**config.mk**
```make
export PLATFORM = sky130hd
export DESIGN_NAME = dac_mute_softstart
export DESIGN_NICKNAME = d
export VERILOG_FILES = /design/src/rtl/dac_mute_softstart_pkg.sv /design/src/rtl/word_idle_cmp.sv /design/src/rtl/idle_run_det.sv /design/src/rtl/softstart_seq.sv /design/src/rtl/dac_mute_softstart.sv
export SDC_FILE = /design/constraint.sdc
export NUM_CORES = 1
export LEC_CHECK = 0
export BUFFER_PORTS_ARGS = -buffer_cell sky130_fd_sc_hd__buf_2
export CORE_MARGIN = 1.5
export CORE_UTILIZATION = 45
export DETAILED_ROUTE_END_ITERATION = 16
export PLACE_DENSITY = 0.67
export SYNTH_ARGS = -nofsm -noshare
export SYNTH_HDL_FRONTEND = slang
export SYNTH_HIERARCHICAL = 1
export SYNTH_SLANG_ARGS = --single-unit
```
**constraint.sdc**
```tcl
create_clock -name clk -period 2.8 [get_ports clk]
set_input_delay 0.28 -clock clk [delete_from_list [all_inputs] [get_ports clk]]
set_output_delay 0.28 -clock clk [all_outputs]
set_load 0.02 [all_outputs]
```
**src/rtl/dac_mute_softstart_pkg.sv**
```systemverilog
package dac_mute_softstart_pkg;

  // Output-stage sequencing phases, in power-up order.
  typedef enum logic [1:0] {
    PH_OFF  = 2'd0,
    PH_HOLD = 2'd1,
    PH_RISE = 2'd2,
    PH_LIVE = 2'd3
  } phase_t;

endpackage

```
**src/rtl/word_idle_cmp.sv**
```systemverilog
module word_idle_cmp #(
  parameter int SW = 24
) (
  input  logic [SW-1:0] word,
  output logic          idle
);

  // Static silence is either all zeros or all ones (minus one LSB).
  assign idle = (word == '0) || (word == '1);

endmodule

```
**src/rtl/idle_run_det.sv**
```systemverilog
module idle_run_det #(
  parameter int SW       = 24,
  parameter int IDLE_RUN = 8192
) (
  input  logic          clk,
  input  logic          rst_n,
  input  logic          smp_valid,
  input  logic [SW-1:0] smp_left,
  input  logic [SW-1:0] smp_right,
  input  logic          clr,
  output logic          run_hit
);

  localparam int NCH = 2;
  localparam int IW  = $clog2(IDLE_RUN + 1);

  logic [NCH-1:0][SW-1:0] words;
  logic [NCH-1:0]         ch_idle;
  logic [IW-1:0]          run_cnt;

  assign words[0] = smp_left;
  assign words[1] = smp_right;

  for (genvar ch = 0; ch < NCH; ch++) begin : g_ch
    word_idle_cmp #(.SW(SW)) u_cmp (
      .word (words[ch]),
      .idle (ch_idle[ch])
    );
  end

  always_ff @(posedge clk or negedge rst_n) begin
    if (!rst_n) begin
      run_cnt <= '0;
    end else if (clr) begin
      run_cnt <= '0;
    end else if (smp_valid) begin
      if (&ch_idle) begin
        if (run_cnt != IW'(IDLE_RUN)) run_cnt <= run_cnt + 1'b1;
      end else begin
        run_cnt <= '0;
      end
    end
  end

  assign run_hit = (run_cnt == IW'(IDLE_RUN));

endmodule

```
**src/rtl/softstart_seq.sv**
```systemverilog
module softstart_seq
  import dac_mute_softstart_pkg::*;
#(
  parameter int CLAMP_FRAMES = 1000,
  parameter int RAMP_BITS    = 14,
  parameter int RAMP_OUT_W   = 8
) (
  input  logic                  clk,
  input  logic                  rst_n,
  input  logic                  frame_tick,
  output phase_t                phase,
  output logic [RAMP_OUT_W-1:0] ramp_lvl
);

  localparam int CW = (CLAMP_FRAMES > 1) ? $clog2(CLAMP_FRAMES) : 1;

  logic [CW-1:0]        hold_cnt;
  logic [RAMP_BITS-1:0] rise_cnt;

  always_ff @(posedge clk or negedge rst_n) begin
    if (!rst_n) begin
      phase    <= PH_OFF;
      hold_cnt <= '0;
      rise_cnt <= '0;
    end else begin
      unique case (phase)
        PH_OFF: phase <= PH_HOLD;
        PH_HOLD: begin
          if (frame_tick) begin
            if (hold_cnt == CW'(CLAMP_FRAMES - 1)) begin
              phase    <= PH_RISE;
              hold_cnt <= '0;
            end else begin
              hold_cnt <= hold_cnt + 1'b1;
            end
          end
        end
        PH_RISE: begin
          if (frame_tick) begin
            if (rise_cnt == '1) phase <= PH_LIVE;
            else                rise_cnt <= rise_cnt + 1'b1;
          end
        end
        PH_LIVE: phase <= PH_LIVE;
        default: phase <= PH_OFF;
      endcase
    end
  end

  // Step count is zero before the climb and saturated after it.
  assign ramp_lvl = rise_cnt[RAMP_BITS-1 -: RAMP_OUT_W];

endmodule

```
**src/rtl/dac_mute_softstart.sv**
```systemverilog
module dac_mute_softstart
  import dac_mute_softstart_pkg::*;
#(
  parameter int SW           = 24,
  parameter int CLAMP_FRAMES = 1000,
  parameter int RAMP_BITS    = 14,
  parameter int RAMP_OUT_W   = 8,
  parameter int IDLE_RUN     = 8192
) (
  input  logic                  clk,
  input  logic                  rst_n,
  input  logic                  frame_tick,
  input  logic                  smp_valid,
  input  logic [SW-1:0]         smp_left,
  input  logic [SW-1:0]         smp_right,
  input  logic                  ratio_err,
  output logic                  clamp_en,
  output logic [RAMP_OUT_W-1:0] ramp_lvl,
  output logic                  audio_en,
  output logic                  mute
);

  phase_t phase;
  logic   run_hit;

  softstart_seq #(
    .CLAMP_FRAMES (CLAMP_FRAMES),
    .RAMP_BITS    (RAMP_BITS),
    .RAMP_OUT_W   (RAMP_OUT_W)
  ) u_seq (
    .clk        (clk),
    .rst_n      (rst_n),
    .frame_tick (frame_tick),
    .phase      (phase),
    .ramp_lvl   (ramp_lvl)
  );

  idle_run_det #(
    .SW       (SW),
    .IDLE_RUN (IDLE_RUN)
  ) u_idle (
    .clk       (clk),
    .rst_n     (rst_n),
    .smp_valid (smp_valid),
    .smp_left  (smp_left),
    .smp_right (smp_right),
    .clr       (ratio_err),
    .run_hit   (run_hit)
  );

  assign clamp_en = (phase == PH_OFF) || (phase == PH_HOLD);
  assign audio_en = (phase == PH_LIVE);
  assign mute     = (phase != PH_LIVE) || ratio_err || run_hit;

endmodule

```
### Word level (Yosys, flattened, before mapping)

Cells that the tools add are included.

| word-level totals | value |
|---|---|
| bits in registers | 40 |
| latch bits | 0 |
| memory bits (writable) | 0 |
| bits in read-only memories | 0 |
| input bits | 53 |
| output and inout port bits | 11 |
| word-level logic and storage cells | 47 |
| memories | 0 |

| operators by class | value |
|---|---|
| $add $sub $neg | 3 |
| $mul | 0 |
| div/mod/pow operators | 0 |
| order comparisons | 0 |
| equal/unequal tests | 15 |
| shift-type cells | 0 |
| multiplexer cells | 10 |
| bitwise logic cells | 1 |
| reduce and logical (&&, ||, !) cells | 14 |

Operator list:

| cell | count |
|---|---|
| 2-to-1 mux 14 bit | 4 |
| equality test 24 bit, second input constant | 2 |
| logical NOT 24 bit | 2 |
| adder 14 x 1 -> 14 bit, second input constant | 2 |
| equality test 14 bit, second input constant | 2 |
| inequality test 14 bit, second input constant | 1 |
| adder 10 x 1 -> 10 bit, second input constant | 1 |
| equality test 10 bit, second input constant | 1 |
| 2-to-1 mux 10 bit | 1 |
| 2-to-1 mux 2 bit | 4 |
| case mux 2 bit (4 select lines) | 1 |
| inequality test 2 bit, second input constant | 3 |
| AND reduction 2 bit | 3 |
| logical OR 1 bit | 5 |
| equality test 2 bit, second input constant | 2 |
| inequality test 2 x 1 -> 1 bit, second input constant | 2 |
| AND reduction 4 bit | 1 |
| inequality test 3 bit, second input constant | 1 |
| AND reduction 3 bit | 1 |
| equality test 2 x 1 -> 1 bit, second input constant | 1 |
| logical NOT 2 bit | 1 |
| nonzero test 2 bit | 1 |
| inverter 1 bit | 1 |

### Depth between registers and ports, before layout

Gate-level depths: netlist (run 1).

| logic depth | value |
|---|---|
| depth in word-level cells | 6 |
| depth in mapped cells | 9 |
| depth with buffers taken out | 8 |

### Cells and area by module

Netlist (run 1), hierarchy kept.

Modules (own cells, without submodules):

| module | instances | cells each | area an instance (um^2) | sequential area each (um^2) |
|---|---|---|---|---|
| softstart_seq | 1 | 129 | 1361.3 | 650.6 |
| idle_run_det | 1 | 90 | 848.3 | 350.3 |
| word_idle_cmp | 2 | 18 | 103.8 | 0.0 |
| dac_mute_softstart | 1 | 3 | 21.3 | 0.0 |

### Worst setup path after synthesis (run 1)

No wires, ideal clock.

| timing | value |
|---|---|
| kind | register to register |
| from | reg u_seq.rise_cnt[0] |
| to | reg u_seq.rise_cnt[1] |
| library setup time | 0.125 ns |
| arrival time | 1.467 ns |
| required time | 2.675 ns |
| path slack | 1.208 ns |
| cell stages (with the launch flop) | 6 |
| buffers on the path | 0 |
| clock period less this slack | 1.592 ns |
| cells stage by stage | dfrtp_1 -> ha_1 -> nand4_1 -> nor4_4 -> nor2_2 -> mux2_4 |

| between the ends | value |
|---|---|
| longest elaborated chain between the ends | 3 |
| elaborated cells on any way between the ends | 4 |
| classes of those cells | 1 x add/sub; 1 x eq/ne; 1 x bitwise; 1 x reduce/logical |

RTL lines:

| item | line | text |
|---|---|---|
| from (decl) | softstart_seq.sv:18 | `logic [RAMP_BITS-1:0] rise_cnt;` |
| from (signal assigned) | softstart_seq.sv:41 | `else rise_cnt <= rise_cnt + 1'b1;` |
| branches (longest 3 deep; another with adder 14 x 1 -> 14 bit) | -- |  |

Parallel ways; which one is timed is not known.
A chain may end at the register's enable or synchronous reset.

### Final worst setup path (run 1)

| timing | value |
|---|---|
| from | reg u_idle.run_cnt[0] |
| to | out mute |

| between the ends | value |
|---|---|
| longest elaborated chain between the ends | 2 |

RTL lines:

| item | line | text |
|---|---|---|
| from (decl) | idle_run_det.sv:19 | `logic [IW-1:0] run_cnt;` |
| from (signal assigned) | idle_run_det.sv:38 | `if (run_cnt != IW'(IDLE_RUN)) run_cnt <= run_cnt + 1'b1;` |
| equality test 14 bit | idle_run_det.sv:45 | `assign run_hit = (run_cnt == IW'(IDLE_RUN));` |
| via run_hit | dac_mute_softstart.sv:24 | `logic run_hit;` |
| logical OR 1 bit | dac_mute_softstart.sv:53 | `assign mute = (phase != PH_LIVE) \|\| ratio_err \|\| run_hit;` |
| to (decl) | dac_mute_softstart.sv:20 | `output logic mute` |

The timed path passes the listed nets, and every way through them passes these cells.

==> key figures, run 1 <==
Power
  – Switching part of the total: 27.4%
  – Comb pwr share: 13.4%
  – Portion of total power attributed to sequential cells: approximately 56%
  – Clock network fraction of design power: between 30% and 40%
  – Power density cells: approximately 410 mW/mm²
  – Worst supply voltage drop on vdd: roughly 0.00022 V
  – Static Leak: 1.25 nW
  – Net Sw Power: about 0.32 mW
  – Internal: 0.857 mW
  – Power after layout: 1.18 mW

Placement
  – DP Area: 0.00277 mm²
  – Total of buffers placed on input and output ports: 63
  – Post-detailed-placement half-perimeter wirelength: 3.79 mm
  – Post-placement setup slack: 918 ps
  – Routability congestion estimate from global placement: 0.813

Routing
  – Total detailed-routing wirelength: 4.99 mm
  – Router iterations before antenna repair: 4
  – Total via count after detailed routing: 2160
  – Violation count after the first detailed-routing iteration: 135
  – Remaining design rule violation count: 0
  – Routed wire per std cell: between 10 and 15 µm
  – Antenna-violating nets left: 0
  – Routed vias/inst: 5.57

Floorplanning
  – Die X: 76.6 µm
  – DIE HEIGHT: 76.6 µm
  – Effective utilization at floorplan: 47.1%
  – Row count: 26
  – Boundary Pins: 64
  – Total core area: 0.00517 mm²
  – Die Footprint: 0.00587 mm²

Clock tree
  – Number of H-tree branching levels: 2
  – Clock-pin slew on the worst setup and hold paths: 80 ps
  – Root cell of the clock tree: clkbuf_8
  – Hold-fix buffer count after cts: 0
  – CTS-repair resized insts: 0
  – Number of buffers created by CTS: 5
  – Number of sinks on the clock net: 40
  – Setup Fix Bufs, Post-CTS: 0
  – Maximum buffer depth of the clock tree: 2
  – Skew-Pair Late Insertion Delay: 300 ps
  – TritonCTS clock tree: built

Timing
  – Endpoints failing hold: 0
  – Transition time at the pin with the least slew margin: 871 ps
  – Peak Freq: between 400 and 500 MHz
  – Min Tclk post-route: 2050 ps
  – Unrepaired setup endpoints after global routing: false
  – Final setup slack of the worst path: 748 ps
  – Worst relative slew slack: 41.9%
  – Max-slew violation count: 0
  – Setup-failing EPs final: 0
  – Share of the cycle needed by the critical path after routing: around three quarters
  – Clock skew after layout: about 13 ps
  – Final setup TNS: 0 ps

Global routing
  – Global-route wire length before repair: roughly 9 mm
  – Remaining Overflow, GRT: 0
  – Vias in the first global route: about 2100
  – Antenna violations before repair: 0
  – Tot GR Track Use: roughly a fifth
  – Maximum number of pins on one net before global-route repair: 41

Job
  – Max Cap Viol: 0

Yosys
  – Mean instance size in the synthesized netlist: 9.45 µm²
  – Top cell type's share of synthesized area: 41.0%
  – Top cells by area in the synthesized netlist: dfrtp_1 (41%), nand4_1 (5.9%), xnor2_1 (5.0%), nor4_1 (4.4%), nand2_1 (3.5%)
  – EDFF count, synth: 0
  – Number of distinct library cell variants in the gate-level netlist after synthesis: 58
  – Cell with the most instances after synthesis: dfrtp_1
  – Most frequent cells after synthesis: dfrtp_1 (40), nand2_1 (23), nand4_1 (23), nor2_1 (21), nor4_1 (17)
  – Share of the yosys chip area belonging to registers: 41.0%
  – Mapped Area: 0.00244 mm²
  – Library cell occupying the most area in the post-synthesis netlist: dfrtp_1
  – Async set or reset register ratio after synthesis: between 90% and 100%
  – Synthesized net count: 315
  – Post-synthesis cell count: 258
  – Flop and latch count out of synthesis: 40
  – Flip-flop cell with the highest count after synthesis: dfrtp_1
  – Number of warnings issued by yosys: 6

Setup path
  – Required time worst endpoint: ~2500 ps
  – Critical Path AT: 1770 ps
  – Critical path start-end classification: register to output port
  – Kind of start point of the critical path: register
  – Crit end category: output port
  – Critical path peak fanout: 5

Final layout
  – Layout-stage area growth over the synthesis result: 17.0%
  – Finished Cell Area: between 0.002 and 0.003 mm²
  – # nets final: 375
  – Share of layout cells above drive strength 1: 28.3%
  – Antenna diode count: 0

Worst hold path
  – Type of the worst min-delay path: primary input to async pin

Run status
  – Run status: finished, final reports clean
-- logic make-up (layout without fill, tap and decap cells) --
logic type | Yosys count | count (layout) | share of synthesized area [%]
AO/OA/AOI/OAI | 35 | 35 | 10.3
multiplexers | 4 | 4 | 1.95
adder cells (fa/ha/maj) | 4 | 4 | 2.05
AND/OR/NAND/NOR | 134 | 134 | 32.7
XOR/XNOR | 21 | 21 | 7.54
flip-flops | 40 | 40 | 41.0
buffers and inverters | 20 | 80 | 4.36
-- power groups by stage --
stage / registers (mW) / logic [mW] / clock network, mW
after global placement: 0.664 / 0.152 / 0
after floorplan: 0.654 / 0.0861 / 0
after CTS: 0.654 / 0.160 / 0.380
after global routing: 0.663 / 0.182 / 0.407
after detailed placement: 0.666 / 0.159 / 0
final: 0.656 / 0.158 / 0.365
-- metal layers --
metal	track usage, %	vias to the layer above	routed length (µm)
met5	0	-	0
met4	7.59	0	68
met3	4.43	12	356
met2	30.2	89	2190
met1	23.9	970	2380
li1	-	1089	-
-- state kept, by name, indices dropped and copies added (netlist names) --
name	cells
u_seq/phase	2
u_seq/hold_cnt	10
u_seq/rise_cnt	14
u_idle/run_cnt	14
-- metrics by stage --
step / hold WS [ps] / util [%] / std cells
2_1_floorplan: -15.6 / - / 258
3_3_place_gp: 449 / 53.6 / 381
3_5_place_dp: 458 / 53.6 / 381
4_1_cts: 131 / 55.2 / 388
5_1_grt: 171 / 55.2 / 388
6_report: 103 / 55.2 / 388
-- final cells by class --
| cell class | count | area [µm²] |
|---|---|---|
| clock buffer | 5 | 68.8 |
| clock inverter | 2 | 12.5 |
| fill | 454 | 2320 |
| inverter | 10 | 37.5 |
| multi-input combinational | 198 | 1330 |
| sequential | 40 | 1000 |
| tap | 70 | 87.6 |
| timing repair buffer | 63 | 315 |
-- worst max-delay path: stages, from the launching register on --
cell and delay, ps:
dfrtp_1 430, inv_1 70, ha_1 190, nor3b_1 130, nand4_1 160, clkinv_1 140, nand4bb_1 190, buf_2 170
-- final timing paths --
check | start | endpoint | slack, ps | depth (start not counted)
min in group clk | frame_tick | u_seq/phase[0] | 280 | 3
max in group asynchronous | rst_n | u_idle/run_cnt[1] | 2150 | 1
hold / removal | rst_n | u_seq/rise_cnt[4] | 100 | 1
setup reg to reg | u_seq/phase[0] | u_seq/rise_cnt[11] | 1020 | 4
setup / recovery | u_idle/run_cnt[0] | mute | 750 | 7
hold reg to reg | u_seq/hold_cnt[9] | u_seq/hold_cnt[9] | 480 | 1
-- cell usage in the layout (no fill, tap or decap), types with 3 or more instances in the layout --
master    instances
buf_2            63
dfrtp_1          40
nand4_1          23
nand2_1          23
nor2_1           21
nor4_1           17
xnor2_1          14
nand3_1          11
inv_1             9
nor3_1            9
o21ai_0           7
xor2_1            7
clkbuf_8          5
a21oi_1           4
ha_1              4
o31ai_1           3
a21o_1            3
No activity file was read; power rests on OpenSTA's default activity.
==> run 2: changes to the inputs <==
clock period = 2.1 ns   (was 2.8 ns; I/O delays follow)
==> run 2 against run 1 <==
Final area is 2.4% higher. First-iteration DRC count is 21% lower. Wire length is 2.8% higher. Die area stayed put. Combinational power is 34% higher. Power is 47% higher. Count of clock-buffer cells in the layout is 1 higher. Cell count is 1.0% higher. Setup slack worse by 640 ps. Largest power group unchanged. Via count hardly changed. Sequential power is 33% higher. Clock skew is 2.9 ps lower. Critical path type unchanged.
==> key figures, run 2 (synthesized netlist as in run 1, its figures left out) <==
Run status
  – Run status: finished, final reports clean

Timing
  – Share of the cycle needed by the critical path after routing: 94.8%
  – Setup-failing EPs final: 0
  – Unrepaired setup endpoints after global routing: false
  – Worst relative slew slack: approximately two thirds
  – Clock skew after layout: 9.72 ps
  – Endpoints failing hold: 0
  – Peak Freq: 502 MHz
  – Final setup TNS: 0 ps
  – Transition time at the pin with the least slew margin: 484 ps
  – Min Tclk post-route: 1990 ps
  – Max-slew violation count: 0

Clock tree
  – Number of sinks on the clock net: 40
  – Skew-Pair Late Insertion Delay: about 290 ps
  – Maximum buffer depth of the clock tree: 2
  – TritonCTS clock tree: built
  – Clock-pin slew on the worst setup and hold paths: 80 ps
  – Number of buffers created by CTS: 5
  – Root cell of the clock tree: clkbuf_8
  – Number of H-tree branching levels: 2

Setup path
  – Critical path peak fanout: 5
  – Destination of the worst register-to-register timing path: u_seq/rise_cnt[1]
  – Register-to-Register Path Depth: 5
  – Critical Path AT: roughly 1800 ps
  – Worst R2R Setup Slack: 300 ps
  – Crit end category: output port
  – Critical path start-end classification: register to output port
  – Origin of the critical flop-to-flop path: u_seq/rise_cnt[0]
  – Kind of start point of the critical path: register
  – Required time worst endpoint: 1890 ps

Global routing
  – Global-route wire length before repair: about 8.9 mm
  – Maximum number of pins on one net before global-route repair: 21
  – Tot GR Track Use: 18.6%
  – Antenna violations before repair: 0
  – Vias in the first global route: roughly 2000
  – Remaining Overflow, GRT: 0

Job
  – Max Cap Viol: 0

Floorplanning
  – Effective utilization at floorplan: between 40% and 50%
  – Total core area: 0.00517 mm²
  – Die X: 76.6 µm
  – Boundary Pins: 64
  – Row count: 26
  – Die Footprint: 0.00587 mm²
  – DIE HEIGHT: approximately 77 µm

Final layout
  – Layout-stage area growth over the synthesis result: 19.8%
  – Highest-count cells in the layout ignoring fill and taps: buf_2 (63), dfrtp_1 (38), nand4_1 (23), nand2_1 (23), nor2_1 (21)
  – Biggest registers after layout: u_idle/run_cnt x14, u_seq/rise_cnt x14, u_seq/hold_cnt x10
  – Number of fillers in the final layout: 456
  – Antenna diode count: 0
  – Leading cell type in the layout, fill and taps excluded: buf_2
  – Share of layout cells above drive strength 1: 29.5%
  – # nets final: 378

Placement
  – Routability congestion estimate from global placement: 0.832
  – Total of buffers placed on input and output ports: between 60 and 70
  – Post-detailed-placement half-perimeter wirelength: 3.99 mm

Routing
  – Routed wire per std cell: 13.1 µm
  – Violation count after the first detailed-routing iteration: 106
  – Antenna-violating nets left: 0
  – Total via count after detailed routing: between 2000 and 2500
  – Remaining design rule violation count: 0
  – Total detailed-routing wirelength: 5.13 mm
  – Routed vias/inst: 5.52
  – Router iterations before antenna repair: 4

Power
  – Worst supply voltage drop on vdd: 0.000357 V
  – Power after layout: between 1.5 and 2 mW
  – Static Leak: approximately 1.3 nW
  – Power density cells: 594 mW/mm²

Worst hold path
  – Type of the worst min-delay path: primary input to register
  – Launch instance of the worst min-delay path: frame_tick
  – Min-Delay Path Depth: 3
  – Hold Path End: u_seq/phase[0]
-- run 2: cell types whose count changed in the layout (fill, tap and decap cells not counted), sizes merged --
cell	change
buf	+2
bufinv	+1
clkbuf	+1
clkinvlp	-1
dlygate4sd3	+1
-- run 2: metal layers --
layer / part of all wire, % / up-vias / GRT usage [%]
met2: 46 / 63 / 30.1
li1: - / 1095 / -
met3: 5.9 / 6 / 4.79
met4: 1.3 / 0 / 6.30
met1: 47 / 998 / 24.1
met5: 0 / - / 0
-- run 2: worst max-delay path by stage --
stage                            startpoint                end  slack, ps  cells after the start
after floorplan           u_seq/rise_cnt[0]  u_seq/rise_cnt[1]        510                      5
after global placement    u_seq/rise_cnt[0]  u_seq/rise_cnt[1]        320                      5
after detailed placement        smp_left[0]  u_idle/run_cnt[0]        300                      8
after CTS                 u_idle/run_cnt[0]               mute         70                      7
after global routing      u_idle/run_cnt[1]               mute          5                      7
final                     u_idle/run_cnt[1]               mute        110                      7
-- run 2: area by class of cell --
type                            count  area, µm²  area share [%]
Clock buffer                        6       82.6            2.83
Clock inverter                      2       38.8            1.33
Inverter                           10       37.5            1.28
Multi-Input combinational cell    198       1330            45.6
Sequential cell                    40       1000            34.3
Tap cell                           70       87.6            3.00
Timing Repair Buffer               66        340            11.6
-- run 2: report_power, final --
part           switching, mW  internal (mW)
combinational          0.107          0.105
sequential            0.0561          0.816
clock                  0.263          0.388
total                  0.426           1.31
-- run 2: through the flow --
stage,std cells,hold WS [ps],instance area [µm²],worst slack [ps],utilization (%)
2_1_floorplan,258,-85.6,2440,508,-
3_3_place_gp,383,192,2790,324,53.9
3_5_place_dp,383,187,2790,300,53.9
4_1_cts,392,228,2920,74.4,56.4
5_1_grt,392,236,2920,4.55,56.5
6_report,392,235,2920,108,56.5
-- run 2: critical path: stages, from the launching register on --
cell and delay [ps]:
dfrtp_2 450, inv_1 60, ha_1 140, nor3b_1 180, nand4_1 220, clkinv_1 130, nand4bb_1 140, buf_2 170
-- run 2: timing repair --
item                                    4_1_cts  5_1_grt
hold buffers                                  1        0
endpoints found under the setup margin        0        1
gates resized for setup                       0        2
buffers inserted                              0        0
endpoints found under the hold margin        18        0
